File: src/rtl/qenc_pkg.sv
package qenc_pkg;

    // Spread in bits between the finest and the coarsest resolution code.
    localparam int RES_SPAN = 6;

    typedef struct packed {
        logic a;
        logic b;
    } quad_t;

    // Count phase (low two bits) to quadrature lines.
    function automatic quad_t quad_of(input logic [1:0] ph);
        quad_t q;
        q.a = ph[1];
        q.b = ph[1] ^ ph[0];
        return q;
    endfunction

    // Quadrature lines back to count phase.
    function automatic logic [1:0] phase_of(input quad_t q);
        return {q.a, q.a ^ q.b};
    endfunction

endpackage

File: src/rtl/qenc_tracker.sv
module qenc_tracker #(
    parameter int ANGLE_W = 16
) (
    input  logic               clk,
    input  logic               rst,
    input  logic               valid_i,
    input  logic [ANGLE_W-1:0] angle_i,
    input  logic [2:0]         shift_i,
    output logic [ANGLE_W-1:0] trk_nxt_o,
    output logic               dir_o
);
    logic [ANGLE_W-1:0] trk_q, trk_nxt;
    logic [ANGLE_W-1:0] mask, step, tgt, cur, diff;
    logic               dir_q, dir_nxt;

    assign mask = {ANGLE_W{1'b1}} << shift_i;
    assign step = {{(ANGLE_W-1){1'b0}}, 1'b1} << shift_i;
    assign tgt  = angle_i & mask;
    assign cur  = trk_q & mask;
    assign diff = tgt - cur;

    always_comb begin
        trk_nxt = trk_q;
        dir_nxt = dir_q;
        if (valid_i) begin
            if (diff == '0) begin
                trk_nxt = cur;
            end else if (!diff[ANGLE_W-1]) begin
                trk_nxt = cur + step;
                dir_nxt = 1'b1;
            end else begin
                trk_nxt = cur - step;
                dir_nxt = 1'b0;
            end
        end
    end

    always_ff @(posedge clk) begin
        if (rst) begin
            trk_q <= '0;
            dir_q <= 1'b1;
        end else begin
            trk_q <= trk_nxt;
            dir_q <= dir_nxt;
        end
    end

    assign trk_nxt_o = rst ? '0 : trk_nxt;
    assign dir_o     = dir_q;


    hold_when_invalid_chk: assert property (@(posedge clk) disable iff (rst)
        !valid_i |=> ($stable(trk_q) && $stable(dir_q)));


    moves_toward_target_chk: assert property (@(posedge clk) disable iff (rst)
        (valid_i && (diff != '0)) |=> (trk_q != $past(trk_q)));

endmodule

File: src/rtl/qenc_phase_out.sv
module qenc_phase_out
    import qenc_pkg::*;
#(
    parameter int ANGLE_W = 16
) (
    input  logic               clk,
    input  logic               rst,
    input  logic [ANGLE_W-1:0] trk_nxt_i,
    input  logic [2:0]         shift_i,
    input  logic               dir_i,
    output quad_t              quad_o,
    output logic               marker_o
);
    logic [ANGLE_W-1:0] count;
    quad_t              quad_q;
    logic               marker_q;

    assign count = trk_nxt_i >> shift_i;

    always_ff @(posedge clk) begin
        if (rst) begin
            quad_q   <= '0;
            marker_q <= 1'b1;
        end else begin
            quad_q   <= quad_of(count[1:0]);
            marker_q <= (count == '0);
        end
    end

    assign quad_o   = quad_q;
    assign marker_o = marker_q;


    single_step_chk: assert property (@(posedge clk) disable iff (rst)
        $stable(shift_i) |-> ($countones(quad_q ^ $past(quad_q)) <= 1));


    dir_matches_step_chk: assert property (@(posedge clk) disable iff (rst)
        ($stable(shift_i) && (quad_q != $past(quad_q)))
        |-> (dir_i == (phase_of(quad_q) == (phase_of($past(quad_q)) + 2'd1))));


    marker_at_zero_chk: assert property (@(posedge clk) disable iff (rst)
        marker_q |-> (quad_q == '0));

endmodule

File: src/rtl/qenc_emulator.sv
module qenc_emulator
    import qenc_pkg::*;
#(
    parameter int ANGLE_W = 16
) (
    input  logic               clk,
    input  logic               rst,
    input  logic [ANGLE_W-1:0] angle_i,
    input  logic [1:0]         res_sel_i,
    input  logic               valid_i,
    output logic               enc_a_o,
    output logic               enc_b_o,
    output logic               marker_o,
    output logic               dir_o
);
    localparam logic [2:0] SPAN = 3'(RES_SPAN);

    logic [2:0]         shift;
    logic [ANGLE_W-1:0] trk_nxt;
    quad_t              quad;

    // coarser code drops more low bits
    assign shift = SPAN - {res_sel_i, 1'b0};

    qenc_tracker #(.ANGLE_W(ANGLE_W)) u_tracker (
        .clk       (clk),
        .rst       (rst),
        .valid_i   (valid_i),
        .angle_i   (angle_i),
        .shift_i   (shift),
        .trk_nxt_o (trk_nxt),
        .dir_o     (dir_o)
    );

    qenc_phase_out #(.ANGLE_W(ANGLE_W)) u_phase (
        .clk       (clk),
        .rst       (rst),
        .trk_nxt_i (trk_nxt),
        .shift_i   (shift),
        .dir_i     (dir_o),
        .quad_o    (quad),
        .marker_o  (marker_o)
    );

    assign enc_a_o = quad.a;
    assign enc_b_o = quad.b;

    initial begin
        // lowest resolution must keep at least two bits
        width_floor_chk: assert (ANGLE_W >= RES_SPAN + 2);
    end

endmodule

File: config.mk
export PLATFORM = sky130hd
export DESIGN_NAME = qenc_emulator
export DESIGN_NICKNAME = d
export VERILOG_FILES = /design/src/rtl/qenc_pkg.sv /design/src/rtl/qenc_tracker.sv /design/src/rtl/qenc_phase_out.sv /design/src/rtl/qenc_emulator.sv
export SDC_FILE = /design/constraint.sdc
export NUM_CORES = 1
export LEC_CHECK = 0
export ABC_AREA = 1
export BUFFER_PORTS_ARGS = -buffer_cell sky130_fd_sc_hd__clkbuf_2
export CAP_MARGIN = 20
export CORE_MARGIN = 4
export CORE_UTILIZATION = 58
export CTS_CLUSTER_SIZE = 12
export DETAILED_ROUTE_END_ITERATION = 8
export GPL_TIMING_DRIVEN = 0
export PLACE_DENSITY = 0.77
export SKIP_CTS_REPAIR_TIMING = 1
export SLEW_MARGIN = 20
export SYNTH_ARGS = -nofsm -noshare
export SYNTH_HDL_FRONTEND = slang
export SYNTH_HIERARCHICAL = 1
export SYNTH_SLANG_ARGS = --single-unit
export TNS_END_PERCENT = 10
File: constraint.sdc
create_clock -name clk -period 8.5 [get_ports clk]
set_input_delay 0.85 -clock clk [delete_from_list [all_inputs] [get_ports clk]]
set_output_delay 0.85 -clock clk [all_outputs]
set_load 0.01 [all_outputs]
==> results.py, run 1 <==
metrics = {
    "global_route": {
        "grt-ovfl-total": 0,
        "grt_max_degree": 13,
        "grt_pass1_vias": 3343,
        "antenna_found_initial": 0,
        "grt.total_usage_pct": 23.68,
        "grt_pass1_wl_um": 14150,
    },
    "drt": {
        "drt_iter0_drc": 173,
        "viasPerCell": 5.118,
        "drc_errors": 0,
        "first_pass_iters": 7,
        "routedWlPerCell_um": 11.90,
        "wirelength_um": 8199,
        "dr_total_vias": 3526,
        "ant_nets": 0,
    },
    "critical_path": {
        "critPathLaunch": "res_sel_i[1]",
        "crit_type": "input port to flop",
        "reg2reg_slack_ns": 3.92,
        "cp.required_ns": 8.71,
        "cp_max_fo": 10,
        "slowest_stage": "o21ai_0",
        "end_kind": "flop",
        "r2r_start": "u_tracker/trk_q[4]",
        "cpMostUsedCell": "nand2_1",
        "critPathMaxStageDelay_ns": 0.42,
        "cp.arrival_ns": 5.86,
        "start_kind": "input port",
    },
    "pwr": {
        "p_leak_uw": 0.002121,
        "vdd_drop_max_mv": 0.2143,
        "power_density_nw_per_um2": 368.9,
    },
    "sta": {
        "finalWorstSetupSlack_ns": 2.848,
        "hold_viol": 0,
        "fin_crit_sh_pct": 66.49,
        "rsz0062_at_grt": "false",
        "skew_ns": 0.006421,
        "fmax_mhz": 176.9,
        "slew_violations": 0,
        "setup_violations": 0,
        "min_period_ns": 5.652,
        "tns_ns": 0,
    },
    "floorplan": {
        "die-height_um": 83.28,
        "start_util_pct": 59.69,
        "dieArea_um2": 6936,
        "pin_count": 25,
        "die_w_um": 83.28,
        "fp.coreArea_um2": 5507,
        "std_cell_rows": 27,
    },
    "clock_network": {
        "clk_pin_slew_ns": 0.08,
        "numCtsBuffers": 3,
        "root_buffer": "clkbuf_8",
        "cts_buffer_depth": 2,
        "htreeDepth": 1,
        "cts_num_sinks": 20,
        "cts_tree": "done",
        "clk_latency_ns": 0.26,
    },
    "logic_synthesis": {
        "yosysMostFrequentCell": "nand2_1",
        "synth_area_per_cell_um2": 5.638,
        "ys_types": 42,
        "async_flop_share_pct": 0,
        "syn_inst": 583,
        "yosysWarningCount": 6,
        "synth_commonest_cells": "195 x nand2_1, 107 x inv_1, 42 x nand3_1, 40 x nor2_1, 32 x ha_1",
        "synth_area_um2": 3287,
        "ys_seq_area_share_pct": 12.18,
        "synth-edff-count": 0,
        "synth.area.top_cells": "nand2_1 22%, inv_1 12%, dfxtp_1 12%, ha_1 12%, nand3_1 6.4%",
        "synth_top_area_share_pct": 22.27,
        "ys_ff_latch": 20,
        "synthFlopType": "dfxtp_1",
        "synth_top_area_cell": "nand2_1",
    },
    "finish": {
        "syn2layout_area_growth_pct": 9.250,
        "layout.nets": 672,
        "fillers": 548,
        "layout-drive-gt1-share_pct": 11.51,
        "multi_input_area_um2": 2445,
        "seqCellArea_um2": 400.4,
        "antenna_cells": 0,
    },
    "place": {
        "port_buffers": 24,
        "gp_congestion": 0.9416,
        "dp_slack_ns": 2.671,
        "post-dp-hpwl_um": 7016,
    },
    "min_path": {
        "min_from": "u_tracker/dir_o",
        "hold_path_class": "flop to flop",
    },
    "run_status": {
        "status": "finished clean",
    },
    "job": {
        "drv_cap": 0,
    },
}
-- critical path, delay by kind of cell --
kind | cells | cell delay (ns)
and+or+nand+nor | 19 | 1.57
AOI/OAI and AO/OA | 7 | 1.47
buffers and inverters | 7 | 0.82
adders and majority gates | 3 | 0.82
xor gates and xnor gates | 2 | 0.35
-- per-layer routing --
metal	wire, um	track usage, %
met1	3722	30.20
met2	3966	42.49
met3	377	1.091
met4	133	7.578
met5	0	0
-- layout by cell type, fill, tap and decap left out, types with 4 or more instances in the layout --
master,instances
nand2_1,195
inv_1,107
nand3_1,42
nor2_1,40
ha_1,32
a21oi_1,28
clkbuf_2,24
dfxtp_1,20
o21ai_0,17
xor2_1,13
nand2_2,12
a21oi_2,9
o21ai_1,8
conb_1,7
nand4_1,7
nor2_2,6
and2_1,5
xnor2_1,4
-- report_power, final --
| part | total [uW] | internal, uW | switching, uW |
|---|---|---|---|
| registers | 154 | 128 | 26.6 |
| clock network | 94.1 | 62.9 | 31.3 |
| logic | 1080 | 392 | 684 |
| total | 1320 | 582 | 742 |
-- stage by stage --
stage / hold WS, ns / instance area, um^2 / std cells / utilization [%] / total power [uW]
after floorplan: 0.4653 / 3309 / 589 / - / 1007
after global placement: 0.4411 / 3520 / 685 / 63.92 / 1181
after detailed placement: 0.4568 / 3520 / 685 / 63.92 / 1208
after CTS: 0.4774 / 3591 / 689 / 65.21 / 1310
after global routing: 0.5050 / 3591 / 689 / 65.21 / 1488
final: 0.4763 / 3591 / 689 / 65.21 / 1325
-- final timing paths --
kind,to,cells after the start
worst max-delay path,u_phase/marker_o,38
worst min-delay path,u_tracker/dir_o,2
worst max register to register,u_phase/marker_o,36
worst min register to register,u_tracker/dir_o,2
-- cell type report --
class	count	share of cell area [%]
buffer	7	1.429
clock buffer	3	1.150
clock inverter	1	0.8362
inverter	110	11.50
multi-input combinational	452	68.08
sequential	20	11.15
tap	72	2.509
timing repair buffer	24	3.345
-- flip-flops by register name, indices dropped and copies added (netlist names) --
name / cells
u_phase/marker_o: 1
u_phase/quad_o: 2
u_tracker/dir_o: 1
u_tracker/trk_q: 16
-- kinds of logic after synthesis --
logic type               Yosys count  synth area share (%)
buffers and inverters            117                 14.12
flip-flops                        20                 12.18
AO/OA/AOI/OAI                     73                 12.87
other                              1                0.1141
adder cells (fa/ha/maj)           33                 12.79
AND/OR/NAND/NOR                  322                 43.40
XOR/XNOR                          17                 4.530
Power figures use the tool's default switching activity.
==> run 2: changes to the inputs <==
--- a/config.mk
+++ b/config.mk
@@ -5,7 +5,7 @@
 export SDC_FILE = /design/constraint.sdc
 export NUM_CORES = 1
 export LEC_CHECK = 0
-export ABC_AREA = 1
+export ABC_AREA = 0
 export BUFFER_PORTS_ARGS = -buffer_cell sky130_fd_sc_hd__clkbuf_2
 export CAP_MARGIN = 20
 export CORE_MARGIN = 4
@@ -13,7 +13,7 @@
 export CTS_CLUSTER_SIZE = 12
 export DETAILED_ROUTE_END_ITERATION = 8
 export GPL_TIMING_DRIVEN = 0
-export PLACE_DENSITY = 0.77
+export PLACE_DENSITY = 0.78
 export SKIP_CTS_REPAIR_TIMING = 1
 export SLEW_MARGIN = 20
 export SYNTH_ARGS = -nofsm -noshare
==> constraint.sdc (replaced) <==
create_clock -name clk -period 5.71 [get_ports clk]
set_input_delay 0.571 -clock clk [delete_from_list [all_inputs] [get_ports clk]]
set_output_delay 0.571 -clock clk [all_outputs]
set_load 0.01 [all_outputs]
==> results.py, run 2 <==
metrics = {
    "logic_synthesis": {
        "synth_commonest_cells": "33 x nand2_1, 32 x ha_1, 29 x inv_1, 28 x nor2_1, 25 x a21oi_1",
        "ys_ff_latch": 20,
        "syn_inst": 363,
        "yosysWarningCount": 6,
        "synth.area.top_cells": "dfxtp_1 14%, ha_1 14%, mux2i_1 6.1%, a21oi_1 4.5%, nand2_1 4.4%",
        "ys_seq_area_share_pct": 14.27,
        "synth_area_um2": 2805,
        "synth-edff-count": 0,
        "async_flop_share_pct": 0,
        "yosysMostFrequentCell": "nand2_1",
        "synth_area_per_cell_um2": 7.728,
        "ys_types": 66,
        "synth_top_area_cell": "dfxtp_1",
        "synth_top_area_share_pct": 14.27,
        "synthFlopType": "dfxtp_1",
    },
    "finish": {
        "final_cells": 471,
        "layout-drive-gt1-share_pct": 24.70,
        "largest_reg_flops": 16,
        "utilization_pct": 73.15,
        "stdcell_area_um2": 3432,
        "layout.cells.most_common": "nand2_1",
        "fillers": 363,
        "largest-register": "u_tracker/trk_q",
        "antenna_cells": 0,
        "layout.nets": 472,
        "final_cell_mix": "31 x nand2_1, 28 x inv_1, 27 x ha_1",
        "syn2layout_area_growth_pct": 22.35,
    },
    "clock_network": {
        "root_buffer": "clkbuf_8",
        "clk_pin_slew_ns": 0.07,
        "cts_tree": "done",
        "cts_num_sinks": 20,
        "cts_buffer_depth": 2,
        "numCtsBuffers": 3,
        "htreeDepth": 1,
        "clk_latency_ns": 0.25,
    },
    "drt": {
        "wirelength_um": 7274,
        "viasPerCell": 5.921,
        "first_pass_iters": 5,
        "routedWlPerCell_um": 15.44,
        "drt_iter0_drc": 263,
        "drc_errors": 0,
        "ant_nets": 0,
        "dr_total_vias": 2789,
    },
    "critical_path": {
        "end_kind": "flop",
        "cp.required_ns": 5.84,
        "cp_max_fo": 7,
        "slowest_stage": "mux4_2",
        "start_kind": "input port",
        "crit_type": "input port to flop",
        "cp.arrival_ns": 5.74,
        "critPathMaxStageDelay_ns": 0.49,
    },
    "global_route": {
        "grt.total_usage_pct": 22.23,
        "antenna_found_initial": 0,
        "grt-ovfl-total": 0,
        "grt_max_degree": 12,
        "grt_pass1_vias": 2488,
        "grt_pass1_wl_um": 11080,
    },
    "sta": {
        "fmax_mhz": 178.2,
        "slew-limit-headroom_pct": 51.97,
        "holdWs_ns": 0.4755,
        "setup_violations": 0,
        "fin_crit_sh_pct": 98.27,
        "min_period_ns": 5.611,
        "skew_ns": 0.003099,
        "worst_slew_pin_slew_ns": 0.7197,
        "hold_viol": 0,
        "slew_violations": 0,
    },
    "floorplan": {
        "die-height_um": 77.55,
        "pin_count": 25,
        "die_w_um": 77.55,
        "fp.coreArea_um2": 4692,
        "dieArea_um2": 6013,
        "std_cell_rows": 25,
        "start_util_pct": 59.79,
    },
    "place": {
        "post-dp-hpwl_um": 5539,
        "placed_cell_area_um2": 3039,
        "gp_congestion": 0.8814,
        "port_buffers": 23,
        "dp.cells": 448,
    },
    "job": {
        "drv_cap": 0,
    },
    "pwr": {
        "vdd_drop_max_mv": 0.3811,
        "p_leak_uw": 0.001548,
        "power_density_nw_per_um2": 514.0,
    },
    "run_status": {
        "status": "finished clean",
    },
    "min_path": {
        "hold_path_class": "flop to flop",
    },
}
==> run 2: cell count changes after synthesis, moves of 11 or more <==
cell	delta
nand2_1	-162
inv_1	-78
nand3_1	-36
mux2i_1	+17
nand2_2	-12
nor2_1	-12
nand2b_1	+11
==> run 2: area by class of cell <==
cell class                      count  area (um^2)  share of cell area, %
Multi-Input combinational cell    308         2417                  70.43
Sequential cell                    20        400.4                  11.67
Timing Repair Buffer               43        269.0                  7.838
Buffer                             13        111.4                  3.245
Inverter                           29        111.4                  3.245
Tap cell                           54        67.56                  1.969
Clock buffer                        4        55.05                  1.604
==> run 2: critical path: cells and delay by family <==
kind | cells | cell delay [ns]
adder cells (fa/ha/maj) | 3 | 0.75
AO/OA/AOI/OAI | 12 | 2.27
buffers and inverters | 3 | 0.24
AND/OR/NAND/NOR | 6 | 0.89
multiplexers | 3 | 0.72
XOR/XNOR | 2 | 0.30
==> run 2: path summary, 6_finish.rpt <==
path | slack [ns] | start | cells after the start | endpoint
worst max register to register | 0.37 | u_tracker/trk_q[7] | 25 | u_phase/marker_o
worst max-delay path | 0.1 | res_sel_i[0] | 29 | u_phase/marker_o
worst min register to register | 0.48 | u_tracker/dir_o | 1 | u_tracker/dir_o
worst min-delay path | 0.48 | u_tracker/dir_o | 1 | u_tracker/dir_o
==> run 2: per-layer routing <==
metal  wire [um]  track usage [%]  vias up
met1        3313            30.62     1268
li1            -                -     1412
met3         309           0.5800       19
met5           0                0        -
met2        3554            38.60       90
met4          97            4.982        0
==> run 2: kinds of logic (layout without fill, tap and decap cells) <==
logic type | count (synthesis) | in the layout | share of synthesized area, %
flip-flops | 20 | 20 | 14.27
multiplexers | 21 | 21 | 8.608
adder cells (fa/ha/maj) | 33 | 33 | 14.99
XOR/XNOR | 18 | 18 | 5.620
other | 1 | 9 | 0.1337
AO/OA/AOI/OAI | 111 | 111 | 28.41
buffers and inverters | 43 | 89 | 7.582
AND/OR/NAND/NOR | 116 | 116 | 20.38
==> run 2: metrics by stage <==
stage / TNS [ns] / setup WS, ns / power (uW)
floorplan: 0 / 0.02911 / 1214
global placement: -1.245 / -0.6584 / 1415
detailed placement: -1.773 / -0.8162 / 1440
CTS: -0.9616 / -0.5694 / 1556
global route: -0.08951 / -0.08951 / 1923
finish: 0 / 0.09858 / 1764
==> run 2: power by group <==
part	total (uW)	switching, uW	internal (uW)
Sequential	222	35.2	187
Combinational	1440	765	674
Clock	103	41.7	61.2
